<file path="src/rtl/wdt_pkg.sv">
package wdt_pkg;
  localparam int WORD_W   = 16;
  localparam int ARM_BIT  = 15;
  localparam int MODE_BIT = 14;
  localparam int RFL_BIT  = 13;
  localparam int NFL_BIT  = 12;
  localparam int RSVD_TOP = 11;

  typedef enum logic [1:0] {
    ACT_NONE = 2'd0,
    ACT_NMI  = 2'd1,
    ACT_RST  = 2'd2
  } wdt_act_e;
endpackage

</file>
<file path="src/rtl/wdt_rst_sync.sv">
module wdt_rst_sync (
  input  logic clk,
  input  logic rst_n,
  output logic rst_sync_n
);
  logic [1:0] stage_q;
  logic [1:0] stage_d;

  always_comb stage_d = {stage_q[0], 1'b1};

  always_ff @(posedge clk or negedge rst_n) begin
    if (!rst_n) stage_q <= '0;
    else        stage_q <= stage_d;
  end

  assign rst_sync_n = stage_q[1];
endmodule

</file>
<file path="src/rtl/wdt_counter.sv">
module wdt_counter #(
  parameter int CNT_W = 8
) (
  input  logic             clk,
  input  logic             rst_n,
  input  logic             arm_i,
  input  logic [CNT_W-1:0] limit_i,
  input  logic             restart_i,
  input  logic             busy_i,
  output logic             expire_o
);
  logic [CNT_W-1:0] cnt_q;
  logic [CNT_W-1:0] cnt_d;
  logic             hit;
  logic             hold;

  assign hit  = (cnt_q == limit_i);
  assign hold = busy_i || restart_i || !arm_i;
  assign expire_o = !hold && hit;

  always_comb begin
    cnt_d = cnt_q;
    if (hold)     cnt_d = '0;
    else if (hit) cnt_d = '0;
    else          cnt_d = cnt_q + 1'b1;
  end

  always_ff @(posedge clk or negedge rst_n) begin
    if (!rst_n) cnt_q <= '0;
    else        cnt_q <= cnt_d;
  end

  p_cnt_bound_r3: assert property (@(posedge clk) disable iff (!rst_n)
    cnt_q <= limit_i);

  p_idle_zero_r2: assert property (@(posedge clk) disable iff (!rst_n)
    !arm_i |=> (cnt_q == '0));
endmodule

</file>
<file path="src/rtl/wdt_rst_pulse.sv">
module wdt_rst_pulse #(
  parameter int RST_CYC = 4
) (
  input  logic clk,
  input  logic rst_n,
  input  logic start_i,
  output logic busy_o
);
  localparam int PW = $clog2(RST_CYC + 1);
  localparam logic [PW-1:0] LOAD = PW'(RST_CYC);

  logic [PW-1:0] left_q;
  logic [PW-1:0] left_d;

  always_comb begin
    left_d = left_q;
    if (start_i)            left_d = LOAD;
    else if (left_q != '0)  left_d = left_q - 1'b1;
  end

  always_ff @(posedge clk or negedge rst_n) begin
    if (!rst_n) left_q <= '0;
    else        left_q <= left_d;
  end

  assign busy_o = (left_q != '0);

  int run_len;
  always_ff @(posedge clk or negedge rst_n) begin
    if (!rst_n)      run_len <= 0;
    else if (busy_o) run_len <= run_len + 1;
    else             run_len <= 0;
  end

  p_pulse_len_r6: assert property (@(posedge clk) disable iff (!rst_n)
    $fell(busy_o) |-> (run_len == RST_CYC));

  p_no_retrigger_r9: assert property (@(posedge clk) disable iff (!rst_n)
    busy_o |-> !start_i);
endmodule

</file>
<file path="src/rtl/wdt_ctrl_reg.sv">
module wdt_ctrl_reg
  import wdt_pkg::*;
#(
  parameter int               CNT_W     = 8,
  parameter logic [CNT_W-1:0] RST_LIMIT = 8'h80
) (
  input  logic              clk,
  input  logic              rst_n,
  input  logic              wr_en_i,
  input  logic [WORD_W-1:0] wr_data_i,
  input  logic              busy_i,
  input  wdt_act_e          act_i,
  output logic              arm_o,
  output logic              mode_o,
  output logic              nfl_o,
  output logic [CNT_W-1:0]  limit_o,
  output logic [WORD_W-1:0] rd_data_o
);
  logic             arm_q, arm_d;
  logic             mode_q, mode_d;
  logic             rfl_q, rfl_d;
  logic             nfl_q, nfl_d;
  logic [CNT_W-1:0] lim_q, lim_d;
  logic             wr_ok;
  logic             upd;
  logic             unused_wr;

  assign wr_ok     = wr_en_i && !busy_i;
  assign upd       = wr_ok || (act_i != ACT_NONE);
  assign unused_wr = ^wr_data_i;

  always_comb begin
    arm_d  = arm_q;
    mode_d = mode_q;
    rfl_d  = rfl_q;
    nfl_d  = nfl_q;
    lim_d  = lim_q;
    if (act_i == ACT_RST) begin
      arm_d  = 1'b1;
      mode_d = 1'b1;
      lim_d  = RST_LIMIT;
      rfl_d  = 1'b1;
    end else if (act_i == ACT_NMI) begin
      nfl_d  = 1'b1;
    end else if (wr_ok) begin
      arm_d  = wr_data_i[ARM_BIT];
      mode_d = wr_data_i[MODE_BIT];
      rfl_d  = rfl_q & wr_data_i[RFL_BIT];
      nfl_d  = nfl_q & wr_data_i[NFL_BIT];
      lim_d  = wr_data_i[CNT_W-1:0];
    end
  end

  always_ff @(posedge clk or negedge rst_n) begin
    if (!rst_n) begin
      arm_q  <= 1'b1;
      mode_q <= 1'b1;
      rfl_q  <= 1'b0;
      nfl_q  <= 1'b0;
      lim_q  <= RST_LIMIT;
    end else if (upd) begin
      arm_q  <= arm_d;
      mode_q <= mode_d;
      rfl_q  <= rfl_d;
      nfl_q  <= nfl_d;
      lim_q  <= lim_d;
    end
  end

  always_comb begin
    rd_data_o               = '0;
    rd_data_o[ARM_BIT]      = arm_q;
    rd_data_o[MODE_BIT]     = mode_q;
    rd_data_o[RFL_BIT]      = rfl_q;
    rd_data_o[NFL_BIT]      = nfl_q;
    rd_data_o[CNT_W-1:0]    = lim_q;
  end

  assign arm_o   = arm_q;
  assign mode_o  = mode_q;
  assign nfl_o   = nfl_q;
  assign limit_o = lim_q;

  p_rfl_sticky_r5: assert property (@(posedge clk) disable iff (!rst_n)
    rfl_q && !(wr_ok && !wr_data_i[RFL_BIT]) |=> rfl_q);

  p_nfl_set_only_r5: assert property (@(posedge clk) disable iff (!rst_n)
    !nfl_q && (act_i != ACT_NMI) |=> !nfl_q);

  p_reload_r9: assert property (@(posedge clk) disable iff (!rst_n)
    (act_i == ACT_RST) |=> arm_q && mode_q && (lim_q == RST_LIMIT) && rfl_q);

  p_busy_hold_r9: assert property (@(posedge clk) disable iff (!rst_n)
    busy_i && (act_i == ACT_NONE) |=> $stable(rd_data_o));
endmodule

</file>
<file path="src/rtl/wdt_nmi_escalate.sv">
module wdt_nmi_escalate
  import wdt_pkg::*;
#(
  parameter int               CNT_W     = 8,
  parameter logic [CNT_W-1:0] RST_LIMIT = 8'h80,
  parameter int               RST_CYC   = 4
) (
  input  logic        clk,
  input  logic        rst_n,
  input  logic        wr_en,
  input  logic [15:0] wr_data,
  output logic [15:0] rd_data,
  output logic        nmi_o,
  output logic        wdt_rst_o
);
  logic             rst_sync_n;
  logic             arm;
  logic             mode;
  logic             nfl;
  logic [CNT_W-1:0] limit;
  logic             busy;
  logic             expire;
  wdt_act_e         act;
  logic             nmi_q, nmi_d;

  wdt_rst_sync u_sync (
    .clk        (clk),
    .rst_n      (rst_n),
    .rst_sync_n (rst_sync_n)
  );

  wdt_ctrl_reg #(.CNT_W(CNT_W), .RST_LIMIT(RST_LIMIT)) u_ctrl (
    .clk       (clk),
    .rst_n     (rst_sync_n),
    .wr_en_i   (wr_en),
    .wr_data_i (wr_data),
    .busy_i    (busy),
    .act_i     (act),
    .arm_o     (arm),
    .mode_o    (mode),
    .nfl_o     (nfl),
    .limit_o   (limit),
    .rd_data_o (rd_data)
  );

  wdt_counter #(.CNT_W(CNT_W)) u_cnt (
    .clk       (clk),
    .rst_n     (rst_sync_n),
    .arm_i     (arm),
    .limit_i   (limit),
    .restart_i (wr_en),
    .busy_i    (busy),
    .expire_o  (expire)
  );

  always_comb begin
    act = ACT_NONE;
    if (expire) act = (mode || nfl) ? ACT_RST : ACT_NMI;
  end

  wdt_rst_pulse #(.RST_CYC(RST_CYC)) u_pulse (
    .clk     (clk),
    .rst_n   (rst_sync_n),
    .start_i (act == ACT_RST),
    .busy_o  (busy)
  );

  always_comb nmi_d = (act == ACT_NMI);

  always_ff @(posedge clk or negedge rst_sync_n) begin
    if (!rst_sync_n) nmi_q <= 1'b0;
    else             nmi_q <= nmi_d;
  end

  assign nmi_o     = nmi_q;
  assign wdt_rst_o = busy;

  p_excl_r11: assert property (@(posedge clk) disable iff (!rst_sync_n)
    !(nmi_o && wdt_rst_o));

  p_nmi_single_r7: assert property (@(posedge clk) disable iff (!rst_sync_n)
    nmi_o |=> !nmi_o);

  p_nmi_flagged_r7: assert property (@(posedge clk) disable iff (!rst_sync_n)
    nmi_o |-> rd_data[NFL_BIT]);

  p_escalate_r8: assert property (@(posedge clk) disable iff (!rst_sync_n)
    expire && nfl |=> wdt_rst_o && !nmi_o);

  p_no_fire_disarmed_r2: assert property (@(posedge clk) disable iff (!rst_sync_n)
    !arm |-> !expire);
endmodule

</file>
<file path="config.mk">
export PLATFORM = sky130hd
export DESIGN_NAME = wdt_nmi_escalate
export DESIGN_NICKNAME = d
export VERILOG_FILES = /design/src/rtl/wdt_pkg.sv /design/src/rtl/wdt_rst_sync.sv /design/src/rtl/wdt_counter.sv /design/src/rtl/wdt_rst_pulse.sv /design/src/rtl/wdt_ctrl_reg.sv /design/src/rtl/wdt_nmi_escalate.sv
export SDC_FILE = /design/constraint.sdc
export NUM_CORES = 1
export LEC_CHECK = 0
export BUFFER_PORTS_ARGS = -buffer_cell sky130_fd_sc_hd__buf_2
export CAP_MARGIN = 5
export CORE_MARGIN = 5
export CORE_UTILIZATION = 30
export CTS_CLUSTER_DIAMETER = 200
export DETAILED_ROUTE_END_ITERATION = 8
export PLACE_DENSITY = 0.56
export RECOVER_POWER = 100
export SLEW_MARGIN = 20
export SYNTH_ARGS = -nofsm -noshare
export SYNTH_HDL_FRONTEND = slang
export SYNTH_SLANG_ARGS = --single-unit
</file>
<file path="constraint.sdc">
create_clock -name clk -period 1.6 [get_ports clk]
set_input_delay 0.16 -clock clk [delete_from_list [all_inputs] [get_ports clk]]
set_output_delay 0.16 -clock clk [all_outputs]
set_load 0.005 [all_outputs]
</file>
After elaboration in Yosys (flattened, before gate mapping). Cells that the tools add are included. Widths: inputs -> output; s select.

Word-level logic and storage cells: 54. Input port bits: 19. Flip-flop bits (word level): 26. Output and inout bits: 18.

Equality and inequality tests: 4. Reduce and logical (&&, ||, !) cells: 16. Bitwise gates (word level): 3. $add $sub $neg: 2. Muxes and demuxes: 20.

Operators with widths (number): $mux 8 (5); $mux 1 (11); $add 8x1->8 const B (1); $eq 8x8->1 (1); $reduce_bool 2->1 (4); $mux 3 (2); $reduce_and 3->1 (2); $logic_or 1x1->1 (4); $mux 2 (2); $logic_not 1->1 (3); $reduce_bool 3->1 (1); $sub 3x1->3 const B (1); $and 1x1->1 (2); $eq 2x1->1 const B (1); $eq 2x2->1 const B (1); $logic_and 1x1->1 (2); $ne 2x1->1 const B (1); $not 1->1 (1).

Longest topological paths before layout. Gate-level depths: netlist of the first run.

Depth in word-level cells: 9. Gate-level depth with buffers: 8. Depth with buffers taken out: 6.

Hierarchy. From an unflattened synthesis of the first run, not the netlist that was laid out.

Cells, all modules: 151. Area total of the unflattened synthesis: 1498.9 µm².

By module, submodules not included: wdt_ctrl_reg (instances 1, cells each 83, sequential area each 304.0 µm², area an instance 774.5 µm²); wdt_counter (instances 1, cells each 46, sequential area each 200.2 µm², area an instance 447.9 µm²); wdt_rst_pulse (instances 1, cells each 16, sequential area each 75.1 µm², area an instance 177.7 µm²); wdt_rst_sync (instances 1, cells each 3, sequential area each 50.0 µm², area an instance 53.8 µm²); wdt_nmi_escalate (instances 1, cells each 3, sequential area each 25.0 µm², area an instance 45.0 µm²).

Worst setup path after synthesis of the first run. No wires, ideal clock.

Path type: flip-flop to flip-flop. Start point: register u_pulse.left_q[0]. End point: register u_ctrl.lim_q[7] (netlist: u_ctrl.limit_o[7]). Stages on the path, launching flop included: 9. Clock period less this slack: 1.641 ns. Path buffers: 2. Required time: 1.535 ns. Setup time: 0.065 ns. Slack: -0.041 ns. Data arrival time: 1.577 ns. Cells stage by stage: dfrtp_1 -> inv_1 -> ha_1 -> nand2b_4 -> buf_6 -> nor3b_4 -> nor4b_4 -> buf_6 -> nand3b_1.

Longest elaborated chain between the ends: 9. Elaborated cells between the ends (all ways): 16. Those cells by class: eq/ne: 3; mux: 2; reduce/logical: 11.

RTL lines: from (decl) (RTL line wdt_rst_pulse.sv:12) `logic [PW-1:0] left_q;`; from (signal assigned) (RTL line wdt_rst_pulse.sv:23) `else left_q <= left_d;`; $reduce_bool 3->1 * (RTL line wdt_rst_pulse.sv:26) `assign busy_o = (left_q != '0);`; named net wdt_rst_o (RTL line wdt_nmi_escalate.sv:14) `output logic wdt_rst_o`; $logic_or 1x1->1 (2 in series) (RTL line wdt_counter.sv:18) `assign hold = busy_i || restart_i || !arm_i;`; $logic_not 1->1 (RTL line wdt_counter.sv:19) `assign expire_o = !hold && hit;`; $logic_and 1x1->1 (RTL line wdt_counter.sv:19); $mux 2 (RTL line wdt_nmi_escalate.sv:58) `if (expire) act = (mode || nfl) ? ACT_RST : ACT_NMI;`; $eq 2x1->1 (tied with other cells) (RTL line wdt_ctrl_reg.sv:43) `end else if (act_i == ACT_NMI) begin`; $ne 2x1->1 (no line) (tied with other cells); $reduce_and 3->1 (no line); to (signal assigned) (RTL line wdt_ctrl_reg.sv:66) `lim_q <= lim_d;`; to (decl) (RTL line wdt_ctrl_reg.sv:23) `logic [CNT_W-1:0] lim_q, lim_d;`.

Mark *: on every way through the listed nets, which the timed path passes. The rest lies on a longest branch. A chain may end at the register's enable or synchronous reset.

Final worst setup path of the first run.
Start point: register u_pulse.left_q[1]. End point: register u_pulse.left_q[0].

Longest elaborated chain between the ends: 8. Elaborated cells between the ends (all ways): 9. Those cells by class: eq/ne: 1; mux: 2; reduce/logical: 6.

RTL lines: $reduce_bool 3->1 * (RTL line wdt_rst_pulse.sv:18, wdt_rst_pulse.sv:26); $logic_or 1x1->1 (2 in series) (RTL line wdt_counter.sv:18); $logic_not 1->1 (RTL line wdt_counter.sv:19); $logic_and 1x1->1 (RTL line wdt_counter.sv:19); $mux 2 (RTL line wdt_nmi_escalate.sv:58); $eq 2x2->1 (RTL line wdt_nmi_escalate.sv:64) `.start_i (act == ACT_RST),`; $mux 3 / $reduce_bool 2->1 (equally long branches).

Mark *: on every way between the ends. The rest lies on a longest branch, timed or not.

==> metrics.txt, run 1 <==
# TYPE chip_impl_metric gauge
chip_impl_info{name="status",value="completed"} 1
chip_impl_metric{name="cp_slowest_stage_delay",unit="ns"} 0.40
chip_impl_metric{name="yosys_warnings",unit=""} 0
chip_impl_metric{name="clockBufferDepth",unit=""} 2
chip_impl_metric{name="fillCellCount",unit=""} 436
chip_impl_metric{name="die_width",unit="um"} 75.42
chip_impl_metric{name="routabilityCongestion",unit=""} 0.8163
chip_impl_metric{name="power_density",unit="mW/mm^2"} 1439
chip_impl_info{name="timing_worst_setup_path_type",value="reg -> reg"} 1
chip_impl_metric{name="drt.antenna.violating_nets",unit=""} 0
chip_impl_metric{name="syn-instance-count",unit=""} 127
chip_impl_info{name="crit_path_end_kind",value="flop"} 1
chip_impl_metric{name="final_net_count",unit=""} 186
chip_impl_info{name="cell_with_the_most_instances_after_synthesis",value="sky130_fd_sc_hd__dfrtp_1"} 1
chip_impl_metric{name="finalSetupViolations",unit=""} 0
chip_impl_metric{name="worst-path-max-fanout",unit=""} 6
chip_impl_metric{name="clkSinkCount",unit=""} 26
chip_impl_info{name="synth_largest_area_cell",value="sky130_fd_sc_hd__dfrtp_1"} 1
chip_impl_metric{name="cts_buffers",unit=""} 3
chip_impl_metric{name="fin_cells",unit=""} 213
chip_impl_metric{name="clock_latency",unit="ns"} 0.27
chip_impl_metric{name="syn-mean-instance-area",unit="um^2"} 10.11
chip_impl_metric{name="detailedRoute.firstPassIterationCount",unit=""} 2
chip_impl_metric{name="worst_clock_skew",unit="ns"} 0.008103
chip_impl_metric{name="period_needed",unit="ns"} 1.586
chip_impl_metric{name="grt_max_degree",unit=""} 17
chip_impl_metric{name="grt_antenna_before_repair",unit=""} 0
chip_impl_metric{name="cp.arrival",unit="ns"} 1.74
chip_impl_metric{name="synthDistinctLibCells",unit=""} 28
chip_impl_metric{name="cts.htree.levels",unit=""} 1
chip_impl_metric{name="async_reset_ff_share",unit="%"} 100.0
chip_impl_metric{name="fin_crit_sh",unit="%"} 99.12
chip_impl_metric{name="detail_route.wl_per_cell",unit="um"} 13.02
chip_impl_metric{name="rows",unit=""} 23
chip_impl_metric{name="grt.overflow.total",unit=""} 0
chip_impl_metric{name="grt_pass1_vias",unit=""} 999
chip_impl_metric{name="whs",unit="ns"} 0.07809
chip_impl_metric{name="total_drc_errors_in_the_routed_layout",unit=""} 0
chip_impl_metric{name="final.setup.tns",unit="ns"} 0
chip_impl_metric{name="finalHoldViolCount",unit=""} 0
chip_impl_metric{name="place.detailed.instances",unit=""} 204
chip_impl_info{name="yosys-top-cells-count",value="sky130_fd_sc_hd__dfrtp_1, sky130_fd_sc_hd__nand2_1, sky130_fd_sc_hd__nor2_1"} 1
chip_impl_metric{name="path_clk_slew",unit="ns"} 0.08
chip_impl_info{name="synth.top_cells.by_area",value="sky130_fd_sc_hd__dfrtp_1, sky130_fd_sc_hd__xnor2_1, sky130_fd_sc_hd__nand2_1"} 1
chip_impl_metric{name="synth-seq-area-share",unit="%"} 50.97
chip_impl_info{name="cts_tree",value="done"} 1
chip_impl_metric{name="diodes",unit=""} 0
chip_impl_metric{name="place_hpwl",unit="um"} 2035
chip_impl_metric{name="timing.max_cap.violations",unit=""} 0
chip_impl_metric{name="die_h",unit="um"} 75.42
chip_impl_info{name="master_of_the_slowest_instance_on_the_critical_path",value="sky130_fd_sc_hd__dfrtp_1"} 1
chip_impl_metric{name="grt_first_pass_wirelength",unit="um"} 4450
chip_impl_metric{name="number_of_enable_flip_flop_cells_after_synthesis",unit=""} 0
chip_impl_info{name="crit_path_cell_trace",value="inv_2, ha_4, nand2b_4, nor3b_4, nor4b_4, buf_4, nor2_1"} 1
chip_impl_metric{name="cellLeakagePower",unit="nW"} 0.7276
chip_impl_metric{name="netlist.area_leader.share",unit="%"} 44.83
chip_impl_metric{name="port_buffers",unit=""} 28
chip_impl_metric{name="design.core.area",unit="mm^2"} 0.004086
chip_impl_metric{name="fin_total_pwr",unit="mW"} 2.236
chip_impl_info{name="postSynth.topFlopCell",value="sky130_fd_sc_hd__dfrtp_1"} 1
chip_impl_metric{name="critical_path_required",unit="ns"} 1.76
chip_impl_info{name="rsz_0062_raised_after_global_routing",value="true"} 1
chip_impl_metric{name="vias_per_cell",unit=""} 4.371
chip_impl_metric{name="wl",unit="um"} 2773
chip_impl_metric{name="detailedRoute.firstIterationViolations",unit=""} 27
chip_impl_metric{name="peak_supply_drop",unit="mV"} 0.4772
chip_impl_metric{name="maxSlewViolCount",unit=""} 0
chip_impl_metric{name="layout-area-overhead-vs-synth",unit="%"} 21.05
chip_impl_metric{name="io_pins",unit=""} 37
chip_impl_info{name="cts_root_buf",value="sky130_fd_sc_hd__clkbuf_8"} 1
chip_impl_metric{name="mappedNetlistArea",unit="mm^2"} 0.001284
chip_impl_info{name="min-delay-path-class",value="in -> reg"} 1
chip_impl_info{name="startpoint_type_of_the_worst_setup_path",value="flop"} 1
chip_impl_metric{name="design.die.area",unit="mm^2"} 0.005687
chip_impl_metric{name="ys_ff_latch",unit=""} 26
chip_impl_metric{name="vias",unit=""} 931
chip_impl_metric{name="grt_usage",unit="%"} 10.24
chip_impl_metric{name="layout_cells_sized_above_1",unit="%"} 27.61
chip_impl_metric{name="fmax",unit="MHz"} 630.6
chip_impl_metric{name="initial_core_util",unit="%"} 31.41
[metrics by stage]
step	util [%]	area, um^2	setup WS [ns]
floorplan	-	1308	0.02354
finish	38.03	1554	0.01411
global placement	36.13	1476	0.08526
detailed placement	36.13	1476	0.01270
global route	38.03	1554	-0.07416
CTS	37.57	1535	0.02367
[where the power goes]
| part | switching, mW | internal (mW) |
|---|---|---|
| Clock | 0.191 | 0.178 |
| Combinational | 0.418 | 0.431 |
| Sequential | 0.159 | 0.860 |
| Total | 0.767 | 1.47 |
[worst max-delay path: cells and delay by family (launching register included)]
| kind | cells | cell delay, ns |
|---|---|---|
| fa+ha+maj | 1 | 0.15 |
| simple gates | 4 | 0.63 |
| flops | 1 | 0.40 |
| buf+inv | 2 | 0.30 |
[final timing paths]
check,startpoint,end,slack [ns],cells past startpoint
max,u_pulse.left_q[1],u_pulse.left_q[0],0.01,7
max reg2reg,u_pulse.left_q[1],u_pulse.left_q[0],0.01,7
max in group asynchronous,u_sync.stage_q[1],u_ctrl.limit_o[7],0.71,1
min reg2reg,u_sync.stage_q[1],u_pulse.left_q[0],0.14,0
min,wr_data[15],u_ctrl.arm_o,0.08,3
min in group asynchronous,u_sync.stage_q[1],u_pulse.left_q[0],0.14,0
[sequential cells by signal (all words and copies together) (netlist names)]
register        count
nmi_o               1
u_cnt.cnt_q         8
u_ctrl.arm_o        1
u_ctrl.limit_o      8
u_ctrl.mode_o       1
u_ctrl.nfl_o        1
u_ctrl.rfl_q        1
u_pulse.left_q      3
u_sync.stage_q      2
[placed cells by master, fill, tap and decap left out, drive strengths merged]
master	n
conb	5
dlygate4sd3	1
dfrtp	23
nor3b	1
nand3b	2
nand2b	2
nor2b	1
nand2	22
a211oi	1
a211o	1
or2	2
inv	3
nor2	13
buf	28
xnor2	10
clkbuf	15
o21ai	4
dfstp	3
ha	3
nand3	5
and3	3
nand4	2
a21oi	7
nor4b	1
xor2	5
[timing repair]
item | CTS | global route
setup endpoints to repair | 2 | 14
resized for setup | 1 | 4
hold buffers | 1 | 0
cloned | 0 | 1
hold endpoints to repair | 2 | 0
setup buffers | 0 | 3
[metal layers]
layer  part of all wire [%]  global-route usage (%)  wire length (um)  up-vias
met5                      0                       0                 0        -
met1                     44                   12.57              1222      448
met3                    4.1                   2.243               113        2
met4                    1.0                   4.078                29        0
li1                       -                       -                 -      467
met2                     51                   17.45              1407       14
[layout make-up]
type	instances	area [um^2]	share of cell area, %
sequential	26	655.6	42.19
timing repair buffer	40	220.2	14.17
inverter	3	11.26	0.7246
multi-input combinational	90	559.3	35.99
tap	50	62.56	4.026
clock buffer	4	45.04	2.899
[cell families after synthesis]
| logic type | count (synthesis) | share of synthesized area, % |
|---|---|---|
| and+or+nand+nor | 54 | 22.13 |
| other | 2 | 0.5850 |
| adders and majority gates | 3 | 2.924 |
| DFF | 26 | 50.97 |
| AOI/OAI and AO/OA | 13 | 5.555 |
| buffers and inverters | 14 | 7.602 |
| xor gates and xnor gates | 15 | 10.23 |
Power figures use the tool's default switching activity.
==> run 2, diff against run 1 <==
--- a/config.mk
+++ b/config.mk
@@ -6,12 +6,10 @@
 export NUM_CORES = 1
 export LEC_CHECK = 0
 export BUFFER_PORTS_ARGS = -buffer_cell sky130_fd_sc_hd__buf_2
-export CAP_MARGIN = 5
 export CORE_MARGIN = 5
 export CORE_UTILIZATION = 30
 export CTS_CLUSTER_DIAMETER = 200
 export DETAILED_ROUTE_END_ITERATION = 8
-export PLACE_DENSITY = 0.56
 export RECOVER_POWER = 100
 export SLEW_MARGIN = 20
 export SYNTH_ARGS = -nofsm -noshare
==> run 2 against run 1 <==
Final area up 0.48%. Critical endpoint is now u_ctrl.mode_o. Worst setup slack better by 0.050 ns. Utilization rose by 0.18 points. Clock power increased by 3%. Sequential share of layout area down 0.12 points. Highest routed layer unchanged. Register-to-register slack better by 0.05 ns. Largest cell class unchanged. First-iteration DRC count fell by 56%. Flip-flop and latch count unchanged. Combinational power increased by 2%. Sequential power about the same. Power up 1.3%. Worst hold slack got worse by 0.0069 ns.
==> metrics.txt, run 2 (synthesized netlist as in run 1, its figures left out) <==
# TYPE chip_impl_metric gauge
chip_impl_info{name="status",value="completed"} 1
chip_impl_info{name="cts_tree",value="done"} 1
chip_impl_metric{name="design.die.area",unit="mm^2"} 0.005687
chip_impl_metric{name="cts.htree.levels",unit=""} 1
chip_impl_metric{name="total_drc_errors_in_the_routed_layout",unit=""} 0
chip_impl_metric{name="vias",unit=""} 950
chip_impl_metric{name="design.core.area",unit="mm^2"} 0.004086
chip_impl_metric{name="grt_antenna_before_repair",unit=""} 0
chip_impl_metric{name="layout_cells_sized_above_1",unit="%"} 28.22
chip_impl_metric{name="grt_usage",unit="%"} 9.928
chip_impl_metric{name="cts_buffers",unit=""} 3
chip_impl_info{name="timing_worst_setup_path_type",value="reg -> reg"} 1
chip_impl_metric{name="layout-area-overhead-vs-synth",unit="%"} 21.64
chip_impl_metric{name="peak_supply_drop",unit="mV"} 0.5597
chip_impl_metric{name="final_net_count",unit=""} 186
chip_impl_metric{name="detailedRoute.firstIterationViolations",unit=""} 12
chip_impl_info{name="crit_path_end_kind",value="flop"} 1
chip_impl_metric{name="fmax",unit="MHz"} 651.1
chip_impl_metric{name="rows",unit=""} 23
chip_impl_metric{name="clock_latency",unit="ns"} 0.27
chip_impl_metric{name="die_width",unit="um"} 75.42
chip_impl_metric{name="fin_crit_sh",unit="%"} 95.99
chip_impl_metric{name="worst-path-max-fanout",unit=""} 9
chip_impl_metric{name="cp_slowest_stage_delay",unit="ns"} 0.55
chip_impl_metric{name="relSlewSlack",unit="%"} 60.57
chip_impl_metric{name="fin_total_pwr",unit="mW"} 2.264
chip_impl_metric{name="detail_route.wl_per_cell",unit="um"} 12.38
chip_impl_metric{name="routabilityCongestion",unit=""} 0.8534
chip_impl_metric{name="finalHoldViolCount",unit=""} 0
chip_impl_info{name="startpoint_type_of_the_worst_setup_path",value="flop"} 1
chip_impl_metric{name="io_pins",unit=""} 37
chip_impl_metric{name="reg2reg_setup_slack",unit="ns"} 0.06
chip_impl_metric{name="clockBufferDepth",unit=""} 2
chip_impl_metric{name="power_density",unit="mW/mm^2"} 1450
chip_impl_metric{name="path_clk_slew",unit="ns"} 0.09
chip_impl_metric{name="die_h",unit="um"} 75.42
chip_impl_info{name="rsz_0062_raised_after_global_routing",value="true"} 1
chip_impl_info{name="reg2reg_from",value="u_ctrl.limit_o[7]"} 1
chip_impl_metric{name="timing.max_cap.violations",unit=""} 0
chip_impl_metric{name="period_needed",unit="ns"} 1.536
chip_impl_info{name="cts_root_buf",value="sky130_fd_sc_hd__clkbuf_8"} 1
chip_impl_metric{name="finalSetupViolations",unit=""} 0
chip_impl_metric{name="grt_pass1_vias",unit=""} 943
chip_impl_metric{name="wl",unit="um"} 2637
chip_impl_metric{name="place_hpwl",unit="um"} 2024
chip_impl_metric{name="tightestPinTransition",unit="ns"} 0.5914
chip_impl_metric{name="grt_max_degree",unit=""} 25
chip_impl_metric{name="hold_depth",unit=""} 3
chip_impl_metric{name="worst_clock_skew",unit="ns"} 0.003572
chip_impl_metric{name="cp.arrival",unit="ns"} 1.75
chip_impl_metric{name="post-place-ws",unit="ns"} 0.05184
chip_impl_info{name="rr_endpoint",value="u_ctrl.mode_o"} 1
chip_impl_metric{name="port_buffers",unit=""} 28
chip_impl_metric{name="drt.antenna.violating_nets",unit=""} 0
chip_impl_metric{name="detailedRoute.firstPassIterationCount",unit=""} 4
chip_impl_metric{name="r2r_cells",unit=""} 5
chip_impl_metric{name="whs",unit="ns"} 0.07114
chip_impl_info{name="crit_path_cell_trace",value="xnor2_1, nand4_1, nor4b_4, buf_6, nand3b_1"} 1
chip_impl_metric{name="initial_core_util",unit="%"} 31.41
chip_impl_metric{name="diodes",unit=""} 0
chip_impl_metric{name="critical_path_required",unit="ns"} 1.81
chip_impl_metric{name="cellLeakagePower",unit="nW"} 0.7299
chip_impl_info{name="commonest_cells_after_routing_fill_and_taps_aside",value="sky130_fd_sc_hd__nand2_1, sky130_fd_sc_hd__dfrtp_1, sky130_fd_sc_hd__buf_2"} 1
chip_impl_metric{name="clkSinkCount",unit=""} 26
chip_impl_metric{name="grt.overflow.total",unit=""} 0
chip_impl_info{name="hold_wc_startpoint",value="wr_data[15]"} 1
chip_impl_metric{name="maxSlewViolCount",unit=""} 0
chip_impl_info{name="master_of_the_slowest_instance_on_the_critical_path",value="sky130_fd_sc_hd__dfstp_2"} 1
chip_impl_metric{name="final.setup.tns",unit="ns"} 0
chip_impl_info{name="min-delay-path-class",value="in -> reg"} 1
chip_impl_metric{name="vias_per_cell",unit=""} 4.460
chip_impl_metric{name="finalWorstSetupSlack",unit="ns"} 0.06417
chip_impl_metric{name="grt_first_pass_wirelength",unit="um"} 4333
chip_impl_info{name="hold_end",value="u_ctrl.arm_o"} 1
chip_impl_info{name="mostFrequentLayoutCell",value="sky130_fd_sc_hd__nand2_1"} 1
[run 2: changes by cell type in the layout (fill, tap and decap cells not counted)]
cell | previous run | this run
sky130_fd_sc_hd__xnor2_1 | 10 | 9
sky130_fd_sc_hd__xnor2_2 | 0 | 1
sky130_fd_sc_hd__buf_4 | 8 | 9
sky130_fd_sc_hd__clkbuf_2 | 2 | 1
sky130_fd_sc_hd__dfrtp_1 | 22 | 21
sky130_fd_sc_hd__dfrtp_2 | 1 | 2
sky130_fd_sc_hd__a21oi_1 | 6 | 7
sky130_fd_sc_hd__a21oi_2 | 1 | 0
[run 2: worst max path at each step]
stage / from / endpoint / slack, ns / cells after the start
after CTS: u_pulse.left_q[0] / u_ctrl.mode_o / 0.03 / 7
final: u_ctrl.limit_o[7] / u_ctrl.mode_o / 0.06 / 5
after floorplan: u_pulse.left_q[0] / u_ctrl.limit_o[7] / 0.02 / 8
after global placement: u_ctrl.limit_o[3] / u_ctrl.mode_o / 0.09 / 5
after global routing: u_pulse.left_q[0] / u_ctrl.mode_o / -0.02 / 7
after detailed placement: u_pulse.left_q[0] / u_ctrl.limit_o[7] / 0.05 / 7
[run 2: layout make-up]
class / count / area [um^2]
clock buffer: 4 / 45.04
fill: 419 / 2525
inverter: 3 / 11.26
multi-input combinational: 90 / 563.0
sequential: 26 / 656.9
tap: 50 / 62.56
timing repair buffer: 40 / 222.7
[run 2: where the power goes]
part / switching (mW) / internal, mW / total [mW]
clock: 0.200 / 0.178 / 0.379
sequential: 0.158 / 0.860 / 1.02
combinational: 0.420 / 0.447 / 0.867
total: 0.779 / 1.49 / 2.26
[run 2: through the flow]
stage	instance area, um^2	std cells	util [%]
3_5_place_dp	1484	205	36.31
5_1_grt	1562	213	38.21
3_3_place_gp	1484	205	36.31
6_report	1562	213	38.21
2_1_floorplan	1308	130	-
4_1_cts	1539	210	37.66
[run 2: per-layer routing]
metal | vias to the layer above | GRT usage (%) | wire, um
met2 | 20 | 16.59 | 1319
met1 | 457 | 12.46 | 1168
li1 | 469 | - | -
met4 | 0 | 4.660 | 47
met5 | - | 0 | 0
met3 | 4 | 1.715 | 102
[run 2: critical path, delay by kind of cell, from the launching register on]
kind | cells | cell delay [ns]
flip-flops | 1 | 0.55
buffers and inverters | 1 | 0.18
XOR/XNOR | 1 | 0.11
AND/OR/NAND/NOR | 3 | 0.64
[run 2: timing repair]
| item | in CTS | in global routing |
|---|---|---|
| setup endpoints to repair | 0 | 12 |
| endpoints found under the hold margin | 2 | 0 |
| hold buffers | 1 | 0 |
| gates resized for setup | 0 | 4 |
| buffers inserted | 0 | 3 |
